`src/rtl/svc_pkg.sv`:
```
package svc_pkg;

    typedef enum logic [1:0] {
        ST_IDLE,
        ST_WAIT,
        ST_SERVE,
        ST_END
    } svc_state_t;

endpackage

```
`src/rtl/svc_fifo.sv`:
```
module svc_fifo #(
    parameter int DEPTH = 16,
    parameter int DW    = 8,
    localparam int AW   = $clog2(DEPTH),
    localparam int CW   = $clog2(DEPTH + 1)
) (
    input  logic          clk,
    input  logic          rst_n,
    input  logic          flush,
    input  logic          push,
    input  logic          pop,
    input  logic [DW-1:0] wdata,
    output logic [DW-1:0] rdata,
    output logic [CW-1:0] level,
    output logic [CW-1:0] level_nxt,
    output logic          full,
    output logic          empty
);

    logic [DW-1:0] mem [DEPTH];
    logic [AW-1:0] wp, rp, wp_inc, rp_inc;
    logic          push_ok, pop_ok;

    assign full    = (level == CW'(DEPTH));
    assign empty   = (level == '0);
    assign push_ok = push && !full;
    assign pop_ok  = pop && !empty;
    assign rdata   = mem[rp];

    generate
        if ((DEPTH & (DEPTH - 1)) == 0) begin : g_pow2
            assign wp_inc = wp + AW'(1);
            assign rp_inc = rp + AW'(1);
        end else begin : g_wrap
            assign wp_inc = (wp == AW'(DEPTH - 1)) ? '0 : wp + AW'(1);
            assign rp_inc = (rp == AW'(DEPTH - 1)) ? '0 : rp + AW'(1);
        end
    endgenerate

    always_comb begin
        if (flush) level_nxt = '0;
        else       level_nxt = level + CW'(push_ok) - CW'(pop_ok);
    end

    always_ff @(posedge clk or negedge rst_n) begin
        if (!rst_n) begin
            wp    <= '0;
            rp    <= '0;
            level <= '0;
        end else begin
            level <= level_nxt;
            if (flush) begin
                wp <= '0;
                rp <= '0;
            end else begin
                if (push_ok) wp <= wp_inc;
                if (pop_ok)  rp <= rp_inc;
            end
        end
    end

    always_ff @(posedge clk) begin
        if (push_ok && !flush) mem[wp] <= wdata;
    end

endmodule

```
`src/rtl/svc_thresh.sv`:
```
module svc_thresh #(
    parameter int DEPTH    = 16,
    parameter int THR_INIT = 8,
    localparam int TW      = $clog2(DEPTH)
) (
    input  logic          clk,
    input  logic          rst_n,
    input  logic          wr,
    input  logic [TW-1:0] val,
    output logic [TW-1:0] thr
);

    always_ff @(posedge clk or negedge rst_n) begin
        if (!rst_n) begin
            thr <= TW'(THR_INIT);
        end else if (wr) begin
            thr <= (val == '0) ? TW'(1) : val;
        end
    end

endmodule

```
`src/rtl/svc_req_fsm.sv`:
```
module svc_req_fsm
    import svc_pkg::*;
#(
    parameter int DEPTH = 16,
    localparam int TW   = $clog2(DEPTH),
    localparam int CW   = $clog2(DEPTH + 1)
) (
    input  logic          clk,
    input  logic          rst_n,
    input  logic          flush,
    input  logic          exec_phase,
    input  logic          dir_rd,
    input  logic          dma_mode,
    input  logic          tc,
    input  logic          dma_ack,
    input  logic          strobe,
    input  logic          sector_mark,
    input  logic [CW-1:0] level_nxt,
    input  logic [TW-1:0] thr,
    output logic          req,
    output logic          done
);

    svc_state_t state, state_nxt;
    logic       ack_q;
    logic       sec_q, sec_nxt;
    logic       ack_rise, term;
    logic       rd_hit, wr_hit, drained, filled;

    assign ack_rise = dma_ack && !ack_q;
    assign term     = dma_mode ? (tc && dma_ack && (ack_rise || strobe))
                               : (tc && !dma_ack);
    assign drained  = (level_nxt == '0);
    assign filled   = (level_nxt == CW'(DEPTH));
    assign rd_hit   = !drained &&
                      ((level_nxt >= (CW'(DEPTH) - CW'(thr))) || sec_nxt);
    assign wr_hit   = (level_nxt <= CW'(thr));

    always_comb begin
        if (flush)            sec_nxt = 1'b0;
        else if (sector_mark) sec_nxt = 1'b1;
        else if (drained)     sec_nxt = 1'b0;
        else                  sec_nxt = sec_q;
    end

    always_comb begin
        state_nxt = state;
        unique case (state)
            ST_IDLE: begin
                if (exec_phase) begin
                    if (dir_rd) state_nxt = rd_hit ? ST_SERVE : ST_WAIT;
                    else        state_nxt = filled ? ST_WAIT : ST_SERVE;
                end
            end
            ST_WAIT: begin
                if (!exec_phase)          state_nxt = ST_IDLE;
                else if (term)            state_nxt = ST_END;
                else if (dir_rd && rd_hit)  state_nxt = ST_SERVE;
                else if (!dir_rd && wr_hit) state_nxt = ST_SERVE;
            end
            ST_SERVE: begin
                if (!exec_phase)            state_nxt = ST_IDLE;
                else if (term)              state_nxt = ST_END;
                else if (dir_rd && drained) state_nxt = ST_WAIT;
                else if (!dir_rd && filled) state_nxt = ST_WAIT;
            end
            ST_END: begin
                if (!exec_phase) state_nxt = ST_IDLE;
            end
            default: state_nxt = ST_IDLE;
        endcase
        if (flush) state_nxt = ST_IDLE;
    end

    always_ff @(posedge clk or negedge rst_n) begin
        if (!rst_n) begin
            state <= ST_IDLE;
            ack_q <= 1'b0;
            sec_q <= 1'b0;
        end else begin
            state <= state_nxt;
            ack_q <= dma_ack;
            sec_q <= sec_nxt;
        end
    end

    always_comb begin
        req  = 1'b0;
        done = 1'b0;
        unique case (state)
            ST_IDLE:  ;
            ST_WAIT:  ;
            ST_SERVE: req  = 1'b1;
            ST_END:   done = 1'b1;
            default:  ;
        endcase
    end

endmodule

```
`src/rtl/fifo_svc_req.sv`:
```
module fifo_svc_req #(
    parameter int DEPTH    = 16,
    parameter int DW       = 8,
    parameter int THR_INIT = 8,
    localparam int TW      = $clog2(DEPTH),
    localparam int CW      = $clog2(DEPTH + 1)
) (
    input  logic          clk,
    input  logic          rst_n,
    input  logic          cmd_start,
    input  logic          exec_phase,
    input  logic          dir_rd,
    input  logic          dma_mode,
    input  logic          thr_wr,
    input  logic [TW-1:0] thr_val,
    input  logic          dev_push,
    input  logic [DW-1:0] dev_wdata,
    input  logic          last_sector_byte,
    input  logic          dev_pop,
    output logic [DW-1:0] dev_rdata,
    input  logic          host_rd,
    input  logic          host_wr,
    input  logic [DW-1:0] host_wdata,
    output logic [DW-1:0] host_rdata,
    input  logic          dma_ack,
    input  logic          tc,
    output logic          drq,
    output logic          irq,
    output logic          rqm,
    output logic          result_ok,
    output logic          overrun,
    output logic          underrun,
    output logic [CW-1:0] level
);

    logic          f_push, f_pop, f_full, f_empty;
    logic [DW-1:0] f_wdata, f_rdata;
    logic [CW-1:0] f_level_nxt;
    logic [TW-1:0] thr;
    logic          strobe, req, done;

    assign f_push  = dir_rd ? dev_push : host_wr;
    assign f_pop   = dir_rd ? host_rd : dev_pop;
    assign f_wdata = dir_rd ? dev_wdata : host_wdata;
    assign strobe  = dir_rd ? host_rd : host_wr;

    svc_fifo #(.DEPTH(DEPTH), .DW(DW)) u_fifo (
        .clk       (clk),
        .rst_n     (rst_n),
        .flush     (cmd_start),
        .push      (f_push),
        .pop       (f_pop),
        .wdata     (f_wdata),
        .rdata     (f_rdata),
        .level     (level),
        .level_nxt (f_level_nxt),
        .full      (f_full),
        .empty     (f_empty)
    );

    svc_thresh #(.DEPTH(DEPTH), .THR_INIT(THR_INIT)) u_thr (
        .clk   (clk),
        .rst_n (rst_n),
        .wr    (thr_wr),
        .val   (thr_val),
        .thr   (thr)
    );

    svc_req_fsm #(.DEPTH(DEPTH)) u_fsm (
        .clk         (clk),
        .rst_n       (rst_n),
        .flush       (cmd_start),
        .exec_phase  (exec_phase),
        .dir_rd      (dir_rd),
        .dma_mode    (dma_mode),
        .tc          (tc),
        .dma_ack     (dma_ack),
        .strobe      (strobe),
        .sector_mark (dir_rd && dev_push && last_sector_byte),
        .level_nxt   (f_level_nxt),
        .thr         (thr),
        .req         (req),
        .done        (done)
    );

    assign dev_rdata  = f_rdata;
    assign host_rdata = f_rdata;
    assign drq        = req && dma_mode;
    assign irq        = req && !dma_mode;
    assign rqm        = req && !dma_mode;
    assign result_ok  = done && f_empty;

    always_ff @(posedge clk or negedge rst_n) begin
        if (!rst_n) begin
            overrun  <= 1'b0;
            underrun <= 1'b0;
        end else if (cmd_start) begin
            overrun  <= 1'b0;
            underrun <= 1'b0;
        end else begin
            if (host_wr && !dir_rd && f_full)  overrun  <= 1'b1;
            if (host_rd && dir_rd && f_empty)  underrun <= 1'b1;
        end
    end

endmodule

```
`config.mk`:
```
export PLATFORM = sky130hd
export DESIGN_NAME = fifo_svc_req
export DESIGN_NICKNAME = d
export VERILOG_FILES = /design/src/rtl/svc_pkg.sv /design/src/rtl/svc_fifo.sv /design/src/rtl/svc_thresh.sv /design/src/rtl/svc_req_fsm.sv /design/src/rtl/fifo_svc_req.sv
export SDC_FILE = /design/constraint.sdc
export NUM_CORES = 1
export LEC_CHECK = 0
export BUFFER_PORTS_ARGS = -buffer_cell sky130_fd_sc_hd__buf_2
export CORE_ASPECT_RATIO = 0.9
export CORE_MARGIN = 2
export CORE_UTILIZATION = 50
export CTS_BUF_LIST = sky130_fd_sc_hd__clkbuf_2 sky130_fd_sc_hd__clkbuf_4 sky130_fd_sc_hd__clkbuf_8
export CTS_CLUSTER_DIAMETER = 60
export DETAILED_ROUTE_END_ITERATION = 8
export GPL_TIMING_DRIVEN = 1
export PLACE_DENSITY = 0.69
export SYNTH_ARGS = -nofsm -noshare
export SYNTH_HDL_FRONTEND = slang
export SYNTH_HIERARCHICAL = 1
export SYNTH_SLANG_ARGS = --single-unit
```
`constraint.sdc`:
```
create_clock -name clk -period 4.72 [get_ports clk]
set_input_delay 0.472 -clock clk [delete_from_list [all_inputs] [get_ports clk]]
set_output_delay 0.472 -clock clk [all_outputs]
set_load 0.03 [all_outputs]
```
==> impl_metrics.json <==
{
  "status": "finished, final reports clean",
  "synth_edf_count": 128,
  "first_iter_violations": 463,
  "period_minus_slack_ns": 4.31,
  "synthesis.nets": 484,
  "critical_path_arrival_ns": 4.63,
  "ys_types": 54,
  "clkSinkCount": 151,
  "drc": 0,
  "fin_setup_tns_ns": 0,
  "hold_viol": 0,
  "placedCellCount": 636,
  "clock_latency_ns": 0.44,
  "wl_um": 13300,
  "holdPathEnd": "u_fsm/ack_q$_DFF_PN0_",
  "dpl.hpwl_um": 8920,
  "start_kind": "register",
  "place.gp.congestion": 0.827,
  "report.final.slew_viol_count": 0,
  "fillers": 1005,
  "cts_buffer_depth": 2,
  "worst_clock_skew_ns": 0.00802,
  "synthFlopType": "edfxtp_1",
  "grt_max_degree": 36,
  "root_buffer": "clkbuf_8",
  "core_um2": 13400,
  "ys_seq_area_share_pct": 64.4,
  "dpl_cell_area_um2": 7220,
  "cp.required_ns": 5.04,
  "cellPowerDensity_nw_per_um2": 495,
  "cp-end-kind": "register",
  "num_vias": 3826,
  "synthXorXnorAreaFrac_pct": 1.40,
  "synth-seq-cells": 151,
  "layout_common_cells": "edfxtp_1 (128), buf_2 (60), inv_1 (28), nand2_1 (23), mux4_2 (21)",
  "synth_top_area_share_pct": 56.0,
  "p_leak_nw": 2.84,
  "synthAdderAreaFrac_pct": 3.94,
  "ff2ff_path_depth": 20,
  "syn_avg_cell_area_um2": 16.0,
  "clk_pin_slew_ns": 0.08,
  "cts_setup_buffers": 0,
  "drt-pass1-iter-count": 5,
  "r2r-start": "u_fifo/level[2]$_DFF_PN0_",
  "fin_util_pct": 57.2,
  "maxSlewHeadroom_pct": 33.3,
  "grt.overflow.total": 0,
  "cap_violations": 0,
  "instances_no_fill": 669,
  "cts_tree": "built",
  "holdCritPathClass": "in2reg",
  "r2r_slack_ns": 0.41,
  "final_common_cell": "edfxtp_1",
  "cts_buffers": 17,
  "min_path_cells": 1,
  "diodes": 0,
  "start_util_pct": 51.4,
  "setup_slack_ns": 0.411,
  "grt_pass1_wl_um": 20900,
  "grt_setup_unrepaired": "no",
  "htree_levels": 4,
  "postSynthCellCount": 429,
  "hold_path_startpoint": "dma_ack",
  "die_area_um2": 14700,
  "grt_pass1_vias": 3908,
  "grt_util_all_layers_pct": 19.5,
  "whs_ns": 0.166,
  "area_delta_synth_final_pct": 11.4,
  "crit_fanout": 5,
  "syn_area_um2": 6860,
  "nNetsFinal": 543,
  "drtAntennaViolNets": 0,
  "ios": 61,
  "die_w_um": 127,
  "worstSetupStartpoint": "u_fifo/level[2]$_DFF_PN0_",
  "synth_compound_area_share_pct": 5.18,
  "yosys_warnings": 6,
  "die_h_um": 115,
  "critical_path_class": "reg2reg",
  "antenna_found_initial": 0,
  "period_share_pct": 91.3,
  "max_freq_mhz": 232,
  "yosys.area.top_type": "edfxtp_1",
  "r2r_end": "u_fsm/state[1]$_DFFE_PN0P_",
  "synth_top_family_by_area": "multiplexers",
  "drive_gt1_share_pct": 27.1,
  "vias_per_cell": 5.72,
  "ir_drop_mv": 0.327,
  "final_cell_area_um2": 7640,
  "synth-simple-area-share_pct": 7.38,
  "num_rows": 40,
  "setup_viol": 0,
  "total_power_mw": 3.78,
  "yosys-top-cells-area": "edfxtp_1 (56%), dfrtp_1 (8.0%), mux4_2 (6.9%)",
  "wl_per_cell_um": 19.9,
  "async_flop_share_pct": 15.2,
  "dp_worst_setup_slack_ns": 0.327,
  "synthMuxAreaShare_pct": 13.1,
  "port-buffer-count": 60,
  "tightestPinTransition_ns": 0.992
}
## kinds of logic after synthesis
logic type                 count (synthesis)
muxes                                     43
DFF                                      151
buffers and inverters                     57
and+or+nand+nor                           96
AOI/OAI and AO/OA                         50
xor gates and xnor gates                  11
adders and majority gates                 21
## synth_stat cells (4+ instances only)
cell type,instances
nand2_1,23
clkbuf_1,7
mux4_1,11
a22oi_1,16
edfxtp_1,128
mux2_2,6
nor4_1,5
a21oi_1,11
nor2b_1,9
nand3_1,9
buf_4,13
nor2_1,20
and2_1,12
xor2_1,8
mux4_2,21
dfrtp_1,22
inv_1,28
nor3_1,4
ha_1,20
## area by class of cell
| type | instances | area, um^2 | share of cell area, % |
|---|---|---|---|
| clock buffer | 19 | 249 | 3.26 |
| clock inverter | 13 | 156 | 2.05 |
| inverter | 29 | 109 | 1.42 |
| multi-input combinational | 221 | 2130 | 27.9 |
| sequential | 151 | 4420 | 57.9 |
| tap | 168 | 210 | 2.75 |
| timing repair buffer | 68 | 363 | 4.75 |
## routing by layer
layer | GRT usage [%] | part of all wire (%) | vias up
met5 | 0 | 0 | -
met4 | 5.13 | 0.82 | 0
met3 | 5.49 | 7.8 | 12
met2 | 31.4 | 48 | 149
met1 | 26.5 | 43 | 1905
li1 | - | - | 1760
## where the power goes
| group | switching (mW) | internal, mW |
|---|---|---|
| logic | 0.646 | 0.493 |
| clock network | 0.470 | 0.530 |
| registers | 0.128 | 1.52 |
## critical path: stages, from the launching register on
cell	delay [ns]
dfrtp_1	0.40
inv_1	0.09
ha_1	0.17
or4b_1	0.55
nand2_1	0.16
inv_1	0.06
ha_1	0.28
inv_1	0.06
ha_1	0.15
inv_1	0.05
fa_1	0.37
nor2b_1	0.15
o21bai_1	0.10
nand3_1	0.08
nor3b_1	0.26
ha_1	0.31
a21o_1	0.19
a311oi_2	0.30
o2111ai_1	0.21
o211ai_1	0.15
o22ai_1	0.11
## registers in the layout, summed over array words and instances (netlist names)
name and cells:
u_thr/thr 4, u_fifo/level 5, u_fsm/state 2, u_fifo/wp 4, overrun 1, u_fifo/mem 128
underrun 1, u_fifo/rp 4, u_fsm/ack_q 1, u_fsm/sec_q 1
## timing repair
item,CTS,global route
hold endpoints to repair,16,0
hold buffers,1,0
resized for setup,0,1
setup endpoints to repair,0,1
## worst max-delay path by stage
stage                                  to  slack [ns]  cells after the start
2_1_floorplan  u_fsm/state[1]$_DFFE_PN0P_        0.27                     20
3_3_place_gp   u_fsm/state[1]$_DFFE_PN0P_        0.57                     20
3_5_place_dp   u_fsm/state[0]$_DFFE_PN0P_        0.33                     21
4_1_cts        u_fsm/state[0]$_DFFE_PN0P_        0.31                     21
5_1_grt        u_fsm/state[1]$_DFFE_PN0P_       0.004                     20
6_report       u_fsm/state[1]$_DFFE_PN0P_        0.41                     20
No activity file was read; power rests on OpenSTA's default activity.
